$ cat config.mk
export PLATFORM = sky130hd
export DESIGN_NAME = pdm_stereo_rx
export DESIGN_NICKNAME = d
export VERILOG_FILES = /design/src/rtl/pdm_rx_pkg.sv /design/src/rtl/pdm_clk_gen.sv /design/src/rtl/pdm_wake_timer.sv /design/src/rtl/pdm_capture.sv /design/src/rtl/pdm_stereo_rx.sv
export SDC_FILE = /design/constraint.sdc
export NUM_CORES = 1
export LEC_CHECK = 0
export BUFFER_PORTS_ARGS = -buffer_cell sky130_fd_sc_hd__buf_4
export CORE_AREA = 2 2 63 65
export CTS_CLUSTER_DIAMETER = 50
export DETAILED_ROUTE_END_ITERATION = 7
export DIE_AREA = 0 0 65 67
export GPL_TIMING_DRIVEN = 1
export PLACE_DENSITY = 0.75
export RECOVER_POWER = 50
export SLEW_MARGIN = 20
export SYNTH_ARGS = -nofsm -noshare
export SYNTH_HDL_FRONTEND = slang
export SYNTH_SLANG_ARGS = --single-unit
$ cat constraint.sdc
create_clock -name clk_i -period 2.1 [get_ports clk_i]
set_input_delay 0.42 -clock clk_i [delete_from_list [all_inputs] [get_ports clk_i]]
set_output_delay 0.42 -clock clk_i [all_outputs]
set_load 0.01 [all_outputs]
$ cat src/rtl/pdm_rx_pkg.sv
package pdm_rx_pkg;
  typedef enum logic [1:0] {
    MODE_STEREO = 2'd0,
    MODE_LEFT   = 2'd1,
    MODE_RIGHT  = 2'd2,
    MODE_BOTH   = 2'd3
  } pdm_mode_e;
endpackage

$ cat src/rtl/pdm_clk_gen.sv
module pdm_clk_gen #(
  parameter int DIV_W = 8
) (
  input  logic             clk_i,
  input  logic             rst_ni,
  input  logic             en_i,
  input  logic [DIV_W-1:0] half_div_i,
  output logic             pdm_clk_o,
  output logic             rise_pre_o,
  output logic             fall_pre_o
);
  logic [DIV_W-1:0] cnt_q;
  logic [DIV_W-1:0] limit;
  logic             pdm_clk_q;
  logic             last;

  assign limit = (half_div_i == '0) ? '0 : half_div_i - 1'b1;
  assign last  = (cnt_q >= limit);

  // edge happens on the system edge that ends the last cycle of a phase
  assign rise_pre_o = en_i && last && !pdm_clk_q;
  assign fall_pre_o = en_i && last &&  pdm_clk_q;

  always_ff @(posedge clk_i or negedge rst_ni) begin
    if (!rst_ni) begin
      cnt_q     <= '0;
      pdm_clk_q <= 1'b0;
    end else if (!en_i) begin
      cnt_q     <= '0;
      pdm_clk_q <= 1'b0;
    end else if (last) begin
      cnt_q     <= '0;
      pdm_clk_q <= !pdm_clk_q;
    end else begin
      cnt_q <= cnt_q + 1'b1;
    end
  end

  assign pdm_clk_o = pdm_clk_q;

  AST_IDLE_LOW: assert property (@(posedge clk_i) disable iff (!rst_ni)
    !en_i |=> !pdm_clk_q);
  AST_RISE_FOLLOWS: assert property (@(posedge clk_i) disable iff (!rst_ni)
    rise_pre_o |=> pdm_clk_q);
  AST_FALL_FOLLOWS: assert property (@(posedge clk_i) disable iff (!rst_ni)
    fall_pre_o |=> !pdm_clk_q);
endmodule

$ cat src/rtl/pdm_wake_timer.sv
module pdm_wake_timer #(
  parameter int WAKE_CYCLES = 32768
) (
  input  logic clk_i,
  input  logic rst_ni,
  input  logic en_i,
  input  logic rise_pre_i,
  output logic ready_o
);
  localparam int CW = $clog2(WAKE_CYCLES + 2);
  localparam logic [CW-1:0] WAKE_END = CW'(WAKE_CYCLES);

  logic [CW-1:0] cnt_q;

  assign ready_o = (cnt_q == WAKE_END);

  always_ff @(posedge clk_i or negedge rst_ni) begin
    if (!rst_ni)                      cnt_q <= '0;
    else if (!en_i)                   cnt_q <= '0;
    else if (rise_pre_i && !ready_o)  cnt_q <= cnt_q + 1'b1;
  end

  AST_WAKE_CLEAR: assert property (@(posedge clk_i) disable iff (!rst_ni)
    !en_i |=> (cnt_q == '0));
  AST_WAKE_BOUND: assert property (@(posedge clk_i) disable iff (!rst_ni)
    cnt_q <= WAKE_END);
endmodule

$ cat src/rtl/pdm_capture.sv
module pdm_capture
  import pdm_rx_pkg::*;
(
  input  logic       clk_i,
  input  logic       rst_ni,
  input  logic [1:0] mode_i,
  input  logic       pdm_dat_i,
  input  logic       rise_pre_i,
  input  logic       fall_pre_i,
  input  logic       ready_i,
  output logic       left_o,
  output logic       right_o,
  output logic       left_vld_o,
  output logic       right_vld_o
);
  pdm_mode_e mode;
  logic      use_left, use_right;
  logic      left_hold_q;

  assign mode      = pdm_mode_e'(mode_i);
  assign use_left  = (mode != MODE_RIGHT);
  assign use_right = (mode != MODE_LEFT);

  always_ff @(posedge clk_i or negedge rst_ni) begin
    if (!rst_ni) begin
      left_hold_q <= 1'b0;
      left_o      <= 1'b0;
      right_o     <= 1'b0;
      left_vld_o  <= 1'b0;
      right_vld_o <= 1'b0;
    end else begin
      if (fall_pre_i) left_hold_q <= pdm_dat_i;
      if (rise_pre_i) begin
        right_o <= pdm_dat_i;
        left_o  <= left_hold_q;
      end
      left_vld_o  <= rise_pre_i && ready_i && use_left;
      right_vld_o <= rise_pre_i && ready_i && use_right;
    end
  end

  AST_RIGHT_MASKED: assert property (@(posedge clk_i) disable iff (!rst_ni)
    right_vld_o |-> ($past(mode_i) != MODE_LEFT));
  AST_LEFT_MASKED: assert property (@(posedge clk_i) disable iff (!rst_ni)
    left_vld_o |-> ($past(mode_i) != MODE_RIGHT));
  AST_STROBE_AFTER_RISE: assert property (@(posedge clk_i) disable iff (!rst_ni)
    (left_vld_o || right_vld_o) |-> $past(rise_pre_i && ready_i));
  AST_STROBE_SINGLE: assert property (@(posedge clk_i) disable iff (!rst_ni)
    (left_vld_o || right_vld_o) |=> !(left_vld_o || right_vld_o));
endmodule

$ cat src/rtl/pdm_stereo_rx.sv
module pdm_stereo_rx #(
  parameter int DIV_W       = 8,
  parameter int WAKE_CYCLES = 32768
) (
  input  logic             clk_i,
  input  logic             rst_ni,
  input  logic             en_i,
  input  logic [DIV_W-1:0] half_div_i,
  input  logic [1:0]       mode_i,
  input  logic             pdm_dat_i,
  output logic             pdm_clk_o,
  output logic             left_o,
  output logic             right_o,
  output logic             left_vld_o,
  output logic             right_vld_o
);
  logic rise_pre, fall_pre, ready;

  pdm_clk_gen #(.DIV_W(DIV_W)) u_clk_gen (
    .clk_i      (clk_i),
    .rst_ni     (rst_ni),
    .en_i       (en_i),
    .half_div_i (half_div_i),
    .pdm_clk_o  (pdm_clk_o),
    .rise_pre_o (rise_pre),
    .fall_pre_o (fall_pre)
  );

  pdm_wake_timer #(.WAKE_CYCLES(WAKE_CYCLES)) u_wake (
    .clk_i      (clk_i),
    .rst_ni     (rst_ni),
    .en_i       (en_i),
    .rise_pre_i (rise_pre),
    .ready_o    (ready)
  );

  pdm_capture u_capture (
    .clk_i       (clk_i),
    .rst_ni      (rst_ni),
    .mode_i      (mode_i),
    .pdm_dat_i   (pdm_dat_i),
    .rise_pre_i  (rise_pre),
    .fall_pre_i  (fall_pre),
    .ready_i     (ready),
    .left_o      (left_o),
    .right_o     (right_o),
    .left_vld_o  (left_vld_o),
    .right_vld_o (right_vld_o)
  );

  AST_NO_STROBE_IDLE: assert property (@(posedge clk_i) disable iff (!rst_ni)
    !en_i |=> !(left_vld_o || right_vld_o));
endmodule

Word level (Yosys, flattened, before mapping) --
Cells that the tools add are included.
Word-level totals: register bits 30, input bits 14, logic and storage cells 34
Operators by class: add/sub/neg operators 3, magnitude comparators 1, equal/unequal tests 5, mux-type cells 7, reductions and logical operators 10
Operators by type and width (number):
- 2-to-1 mux 16 bit | 2
- 2-to-1 mux 8 bit | 3
- adder 16 x 1 -> 16 bit (second input constant) | 1
- equality test 16 bit (second input constant) | 1
- adder 8 x 1 -> 8 bit (second input constant) | 1
- greater-or-equal comparator 8 bit | 1
- logical NOT 8 bit | 1
- subtractor 8 x 1 -> 8 bit (second input constant) | 1
- logical AND 1 bit | 7
- inequality test 2 x 1 -> 1 bit (second input constant) | 3
- logical NOT 1 bit | 2
- 2-to-1 mux 1 bit | 2
- inequality test 2 bit (second input constant) | 1

Longest topological paths before layout --
Gate-level depths: netlist of run 1.
depth after elaboration 8, depth in mapped cells 13

Hierarchy --
From an unflattened synthesis of run 1, not the netlist that was laid out.
Unflattened totals: cell total of the unflattened synthesis 192, area total of the unflattened synthesis 1904.3 µm²
Modules (own cells, without submodules):
- pdm_wake_timer | times used 1, cells an instance 92, area an instance 915.9 µm²
- pdm_clk_gen | times used 1, cells an instance 87, area an instance 808.3 µm²
- pdm_capture | times used 1, cells an instance 13, area an instance 180.2 µm²

Worst setup path before layout of run 1 --
OpenSTA, ideal clock, no wires.
path type input to register, from in half_div_i[0], to reg u_capture.right_o, setup time 0.125 ns, arrival 3.102 ns, setup slack -1.126 ns, stages 13, cell sequence inv_1 -> ha_1 -> nor2b_1 -> nand3b_1 -> or3_1 -> and2_1 -> ha_1 -> nand2b_1 -> a2111oi_0 -> o31a_1 -> buf_2 -> nor3_1 -> mux2_2
On the way: word-level cells in the longest chain between the ends 5
Ends and longest elaborated chain:
- from (decl) | line pdm_stereo_rx.sv:8 | input logic [DIV_W-1:0] half_div_i,
- subtractor 8 x 1 -> 8 bit or logical NOT 8 bit (tied branches) | line pdm_clk_gen.sv:17 | assign limit = (half_div_i == '0) ? '0 : half_div_i - 1'b1;
- 2-to-1 mux 8 bit (*) | line pdm_clk_gen.sv:17
- greater-or-equal comparator 8 bit (*) | line pdm_clk_gen.sv:18 | assign last = (cnt_q >= limit);
- logical AND 1 bit (*) (2 in a row) | line pdm_clk_gen.sv:21 | assign rise_pre_o = en_i && last && !pdm_clk_q;
- to (signal assigned) | line pdm_capture.sv:34 | right_o <= pdm_dat_i;
- to (decl) | line pdm_capture.sv:12 | output logic right_o,
Mark *: on every way between the ends. The rest lies on a longest branch, timed or not. A chain may end at the register's enable or synchronous reset.

Worst setup path in the final report of run 1 --
from in half_div_i[1], to reg u_wake.cnt_q[10]
On the way: word-level cells in the longest chain between the ends 7
Ends and longest elaborated chain:
- subtractor 8 x 1 -> 8 bit or logical NOT 8 bit (tied branches) | line pdm_clk_gen.sv:17
- 2-to-1 mux 8 bit (*) | line pdm_clk_gen.sv:17
- greater-or-equal comparator 8 bit (*) | line pdm_clk_gen.sv:18
- logical AND 1 bit (*) (2 in a row) | line pdm_clk_gen.sv:21
- logical AND 1 bit (*) | line pdm_wake_timer.sv:20 | else if (rise_pre_i && !ready_o) cnt_q <= cnt_q + 1'b1;
- inequality test 2 x 1 -> 1 bit (no source line) (*)
- to (signal assigned) | line pdm_wake_timer.sv:20
- to (decl) | line pdm_wake_timer.sv:13 | logic [CW-1:0] cnt_q;
Marked as above.

==> impl_metrics.yaml, run 1 <==
status:
  status: "finished, violations left"
  violations: "max-capacitance violations, max-slew violations, negative setup slack"
placed_design:
  hpwl_um: 3110
  place.gp.congestion: 0.804
  post_dp_cell_area_mm2: 0.00238
  numPortBuffers: 18
worst_setup_path:
  cpPeakStageDelay_ps: 490
  crit_buf_inv: 3
  timing.rr.start: "u_clk_gen.cnt_q[2]"
  worstPathArrival_ps: 2970
  cp_max_fo: 17
  r2r_slack_ps: 30
  critPathLaunchType: "input port"
  critPathCaptureType: "flip-flop"
  criticalPathCategory: "input port to flip-flop"
  cp_cell_sequence: "buf_12 > inv_12 > ha_4 > nor2b_4 > nand3b_1 > or3_4 > and2_4 > ha_4 > nand2b_4 > a2111oi_4 > o31a_1 > buf_12 > or4_4 > a21oi_2"
  critPathSlowestCell: "or4_4"
  r2r_cells: 7
  critPathRequiredTime_ps: 2310
  r2r_end: "u_wake.cnt_q[10]"
  path_delay_family: "simple AND/OR/NAND/NOR gates"
pwr:
  peakVddDrop_mv: 0.463
  finalPower_w: 0.00131
  power_frac_comb_pct: 17.3
  seq_power_share_pct: 45.9
  power_leakage_nw: 1.14
  p_switching_w: 0.000339
  p_int_w: 0.000972
  p_sw_share_pct: 25.8
  p_per_area_mw_per_mm2: 492
  clkPwrFrac_pct: 36.8
cells_and_area:
  multiInputGateArea_mm2: 0.00129
  layout-drive-gt1-share_pct: 37.0
  antenna_cells: 0
  final_nets: 282
  fillers: 258
  ff_latch_area_um2: 751
  area_delta_synth_final_pct: 41.5
  finalInstanceArea_mm2: 0.00266
sta:
  layout_min_cycle_time_ps: 2750
  clock_skew_ps: 10.8
  setup_ws_ps: -655
  setup_viol: 30
  slew_viol_final: 31
  hold_ws_ps: 383
  rsz0062_at_grt: "true"
  slew_headroom_pct: -7.84
  min_period_over_period_pct: 131
  fmax_ghz: 0.363
  hold_viol: 0
  tightest_slew_ps: 1620
clocking:
  cts_tree: "built"
  path_clk_slew_ps: 60
  cts_made_buffers: 5
  htree_levels: 2
  ctsHoldBuffers: 0
  cts.sinks: 30
  ctsRootBufferMaster: "clkbuf_8"
  clk_latency_ps: 290
  clockBufferDepth: 2
die:
  dieArea_mm2: 0.00436
  coreArea_mm2: 0.00361
  initial_core_util_pct: 52.2
  fp.dieW_um: 65
  std_cell_rows: 22
  fp.dieH_um: 67
  io_pins: 19
logic_synthesis:
  syn_inst: 203
  synthTopCellsByCount: "dfrtp_1 (30), nand2_1 (20), a21oi_1 (12), ha_1 (12), nor2_1 (12)"
  synthArstFlopShare_pct: 100
  synthFlopType: "dfrtp_1"
  synth_area_mm2: 0.00188
  synth_edf_count: 0
  synth_seq_cells: 30
  netlist.area_leader.share_pct: 39.9
  yosysUniqueCellTypes: 38
  yosysTopAreaCell: "dfrtp_1"
  synth_nets: 229
  yosysSeqAreaShare_pct: 39.9
  netlist_top_cells_area: "dfrtp_1 (40%), ha_1 (8.0%), nand2_1 (4.0%), mux2i_1 (3.7%), a21oi_1 (3.2%)"
  synth_most_common_cell: "dfrtp_1"
  syn_avg_cell_area_um2: 9.27
  ys_warn_count: 0
grt:
  grt_max_degree: 31
  overflow: 0
  antenna_found_initial: 0
  grt_pass1_wl_um: 8060
  grt_pass1_vias: 1782
  grtUsageTotal_pct: 24.5
routing:
  drc: 0
  viasPerCell: 5.80
  antenna_left: 0
  wl_per_cell_um: 15.5
  num_vias: 1769
  dr.pass1.iters: 4
  drtIter0Drc: 64
  wl_um: 4730
worst_hold_path:
  hold_path_startpoint: "pdm_dat_i"
  hold_depth: 2
  hold_class: "input port to flip-flop"
  whs_endpoint: "u_capture.right_o"
flow_run:
  cap_violations: 1
-- flip-flops by register name, indices dropped and copies added (netlist names) --
name                   count
u_clk_gen.pdm_clk_o        1
u_clk_gen.cnt_q            8
u_capture.left_hold_q      1
u_wake.cnt_q              16
u_capture.right_o          1
u_capture.right_vld_o      1
u_capture.left_o           1
u_capture.left_vld_o       1
-- layer usage --
metal	track usage, %	vias up	share of wire (%)
met4	10.1	0	1.3
met1	30.7	854	42
met3	5.24	8	5.5
li1	-	843	-
met2	41.1	64	51
met5	0	-	0
-- logic make-up (layout without fill, tap and decap cells) --
kind of cell / after synthesis / in the layout / synth area share [%]
flip-flops: 30 / 30 / 39.9
buffers and inverters: 16 / 69 / 3.72
AND/OR/NAND/NOR: 97 / 97 / 28.5
multiplexers: 10 / 10 / 5.52
XOR/XNOR: 10 / 10 / 4.65
AO/OA/AOI/OAI: 28 / 29 / 9.71
adder cells (fa/ha/maj): 12 / 12 / 7.98
-- power groups by stage --
stage / Sequential [W] / Combinational (W) / Clock, W
floorplan: 0.000613 / 0.0000968 / 0
CTS: 0.000601 / 0.000226 / 0.000490
global placement: 0.000610 / 0.000196 / 0
global route: 0.000602 / 0.000249 / 0.000516
detailed placement: 0.000611 / 0.000200 / 0
finish: 0.000601 / 0.000227 / 0.000482
-- repair_timing --
action / in CTS / in global routing
gates cloned: 1 / 0
endpoints found under the setup margin: 30 / 30
resized for setup: 20 / 12
buffers inserted: 4 / 1
pin swaps: 7 / 2
-- final cells by class --
cell class | count | share of cell area [%]
Multi-Input combinational cell | 158 | 48.6
Timing Repair Buffer | 51 | 15.3
Tap cell | 48 | 2.26
Clock buffer | 7 | 3.24
Inverter | 10 | 2.16
Clock inverter | 1 | 0.188
Sequential cell | 30 | 28.2
-- placed cells by master, fill, tap and decap left out, types with 2 or more instances in the layout --
master,synthesis,routed
nor3b_1,2,2
o31a_1,2,2
nor2_1,12,12
nand2_1,20,20
clkbuf_8,0,6
inv_1,10,8
ha_2,0,2
mux2_4,0,2
buf_4,0,47
a21oi_2,0,6
o31ai_4,0,2
o21a_1,3,3
and3_1,7,6
dfrtp_1,30,30
a21oi_1,12,6
buf_12,0,2
mux2i_1,7,7
xnor2_1,4,4
or4_4,0,2
nand3_2,1,2
nor2b_1,3,2
or4_1,5,3
nor4_1,5,3
o31ai_2,0,3
a21o_1,2,2
ha_1,12,8
xor2_1,6,6
nand2b_1,8,7
nand4_1,3,3
o31ai_1,6,2
clkbuf_1,3,2
ha_4,0,2
or3_4,1,2
nor4_4,0,2
nand3_1,11,10
and4_1,3,3
nor3_1,9,7
-- how the worst max path moves through the flow --
| stage | startpoint | to | cells past startpoint |
|---|---|---|---|
| finish | half_div_i[1] | u_wake.cnt_q[10] | 14 |
| global route | half_div_i[1] | u_wake.cnt_q[10] | 14 |
| CTS | half_div_i[1] | u_wake.cnt_q[9] | 14 |
| detailed placement | half_div_i[1] | u_wake.cnt_q[11] | 14 |
| global placement | half_div_i[1] | u_wake.cnt_q[11] | 14 |
| floorplan | half_div_i[1] | u_wake.cnt_q[10] | 13 |
-- through the flow --
step | setup slack, ps | setup TNS (ps) | util (%) | instances
after floorplan | -731 | -18990 | - | 203
after global placement | -967 | -25500 | 65.9 | 292
after detailed placement | -1050 | -26980 | 65.9 | 292
after CTS | -634 | -15480 | 72.2 | 304
after global routing | -763 | -19770 | 73.8 | 305
final | -655 | -15900 | 73.8 | 305
Note: power is estimated with default switching activity, not from simulation.
==> run 2: changes to the inputs <==
CORE_AREA = 2 2 68 70   (was 2 2 63 65)
DIE_AREA = 0 0 70 72   (was 0 0 65 67)
PLACE_DENSITY = 0.67   (was 0.75)
==> run 2 against run 1 <==
The flow still finishes with violations (max-capacitance violations, max-slew violations, negative setup slack). Hold slack got worse by 3.3 ps. Clock power decreased by 8.9%. Combinational power grew 2%. Critical path depth unchanged. Highest routed layer unchanged. Sequential power about the same. Power fell by 3.1%. Count of clock-buffer cells in the layout stayed put. Global-route usage fell by 5.0 points. Critical path type unchanged. Via count shrank 5.9%. Die area is 16% higher. Routed wire length decreased by 9.0%. Fmax rose by 0.40%. Largest power group unchanged.
==> impl_metrics.yaml, run 2 (same netlist as run 1, synthesis figures left out) <==
status:
  status: "finished, violations left"
  violations: "max-capacitance violations, max-slew violations, negative setup slack"
worst_setup_path:
  critPathLaunchType: "input port"
  cpPeakStageDelay_ps: 480
  critPathSlowestCell: "or4_1"
  cp_max_fo: 21
  criticalPathCategory: "input port to flip-flop"
  crit_path_start: "half_div_i[1]"
  cp_cell_sequence: "buf_12 > inv_12 > ha_4 > nor2b_4 > nand3b_1 > or3_4 > and2_4 > ha_4 > nand2b_4 > a2111oi_4 > o31a_1 > buf_12 > or4_1 > a21oi_2"
  critPathCaptureType: "flip-flop"
  critPathRequiredTime_ps: 2320
  worstPathArrival_ps: 2960
  timing.rr.start: "u_clk_gen.cnt_q[1]"
die:
  std_cell_rows: 24
  coreArea_mm2: 0.00426
  fp.dieW_um: 70
  initial_core_util_pct: 44.1
  dieArea_mm2: 0.00504
  io_pins: 19
  fp.dieH_um: 72
placed_design:
  place.gp.congestion: 0.826
  dp_slack_ps: -982
  numPortBuffers: 18
  dp.cells: 292
  hpwl_um: 2950
cells_and_area:
  layout-drive-gt1-share_pct: 33.1
  layout_common_cells: "buf_4 (40), dfrtp_1 (30), nand2_1 (20)"
  regMostFlops: "u_wake.cnt_q"
  largest_reg_flops: 16
  fillers: 374
  top_regs: "u_wake.cnt_q x16, u_clk_gen.cnt_q x8"
  fin_cells: 303
  final_common_cell: "buf_4"
  area_delta_synth_final_pct: 36.5
  fin_util_pct: 60.2
  antenna_cells: 0
  final_nets: 277
sta:
  min_period_over_period_pct: 131
  rsz0062_at_grt: "true"
  setup_ws_ps: -644
  slew_headroom_pct: -6.56
  hold_viol: 0
  tightest_slew_ps: 1600
  layout_min_cycle_time_ps: 2740
  clock_skew_ps: 5.31
  fmax_ghz: 0.364
  slew_viol_final: 31
  setup_viol: 30
routing:
  viasPerCell: 5.49
  antenna_left: 0
  wl_per_cell_um: 14.2
  wl_um: 4310
  drc: 0
  drtIter0Drc: 64
  dr.pass1.iters: 4
  num_vias: 1664
pwr:
  power_frac_comb_pct: 18.2
  p_sw_share_pct: 26.0
  p_int_w: 0.000940
  power_leakage_nw: 1.11
  p_switching_w: 0.000330
  clkPwrFrac_pct: 34.6
  seq_power_share_pct: 47.2
  peakVddDrop_mv: 0.349
  p_per_area_mw_per_mm2: 494
grt:
  grtUsageTotal_pct: 19.5
  grt_pass1_vias: 1681
  grt_max_degree: 31
  antenna_found_initial: 0
  grt_pass1_wl_um: 7810
  overflow: 0
clocking:
  ctsRootBufferMaster: "clkbuf_8"
  cts.sinks: 30
  clockBufferDepth: 2
  htree_levels: 2
  ctsHoldBuffers: 0
  cts_tree: "built"
  cts_made_buffers: 5
  clk_latency_ps: 280
  path_clk_slew_ps: 60
flow_run:
  cap_violations: 1
worst_hold_path:
  hold_class: "input port to flip-flop"
  hold_path_startpoint: "pdm_dat_i"
==> run 2: stage by stage <==
stage / setup TNS [ps] / hold WS [ps] / total power, W / area, um2
detailed placement: -26970 / 379 / 0.000808 / 2350
finish: -16280 / 380 / 0.00127 / 2570
floorplan: -18990 / 124 / 0.000710 / 1990
global placement: -26020 / 381 / 0.000806 / 2350
global route: -20000 / 387 / 0.00133 / 2570
CTS: -15920 / 70.2 / 0.00127 / 2490
==> run 2: layout make-up <==
type	instances	area, um2	area share, %
flip-flops and latches	30	751	29.2
multi-input cells	158	1240	48.3
clock buffers	7	76.3	2.97
inverters	10	57.6	2.24
repair buffers	46	378	14.7
well taps	52	65.1	2.53
==> run 2: power groups by stage <==
stage	sequential, W	combinational [W]	clock [W]
global placement	0.000610	0.000197	0
global route	0.000601	0.000254	0.000477
detailed placement	0.000610	0.000199	0
CTS	0.000600	0.000216	0.000450
floorplan	0.000613	0.0000968	0
finish	0.000600	0.000231	0.000439
==> run 2: what timing repair did <==
item                       CTS  global route
setup buffers                0             3
gates resized for setup     10            13
cloned                       1             0
pin swaps                    6             5
setup endpoints to repair   30            30
==> run 2: worst paths after layout <==
kind	endpoint	slack, ps	depth (start not counted)
min reg2reg	u_capture.left_hold_q	510	1
min	u_capture.right_o	380	2
max	u_wake.cnt_q[15]	-640	14
min in group asynchronous	u_clk_gen.cnt_q[5]	530	1
max in group asynchronous	u_capture.left_hold_q	640	1
max reg2reg	u_wake.cnt_q[0]	50	7
==> run 2: layer usage <==
layer  GRT usage (%)  vias to the layer above  wire length, um
li1                -                      830                -
met1            26.6                      787             2000
met2            30.4                       41             2030
met3            4.17                        6              204
met4            8.33                        0               71
met5               0                        -                0
==> run 2: worst max-delay path: cells and delay by family <==
kind                       cells  cell delay [ps]
and+or+nand+nor                6             1350
AOI/OAI and AO/OA              3              510
adders and majority gates      2              360
buffers and inverters          3              320
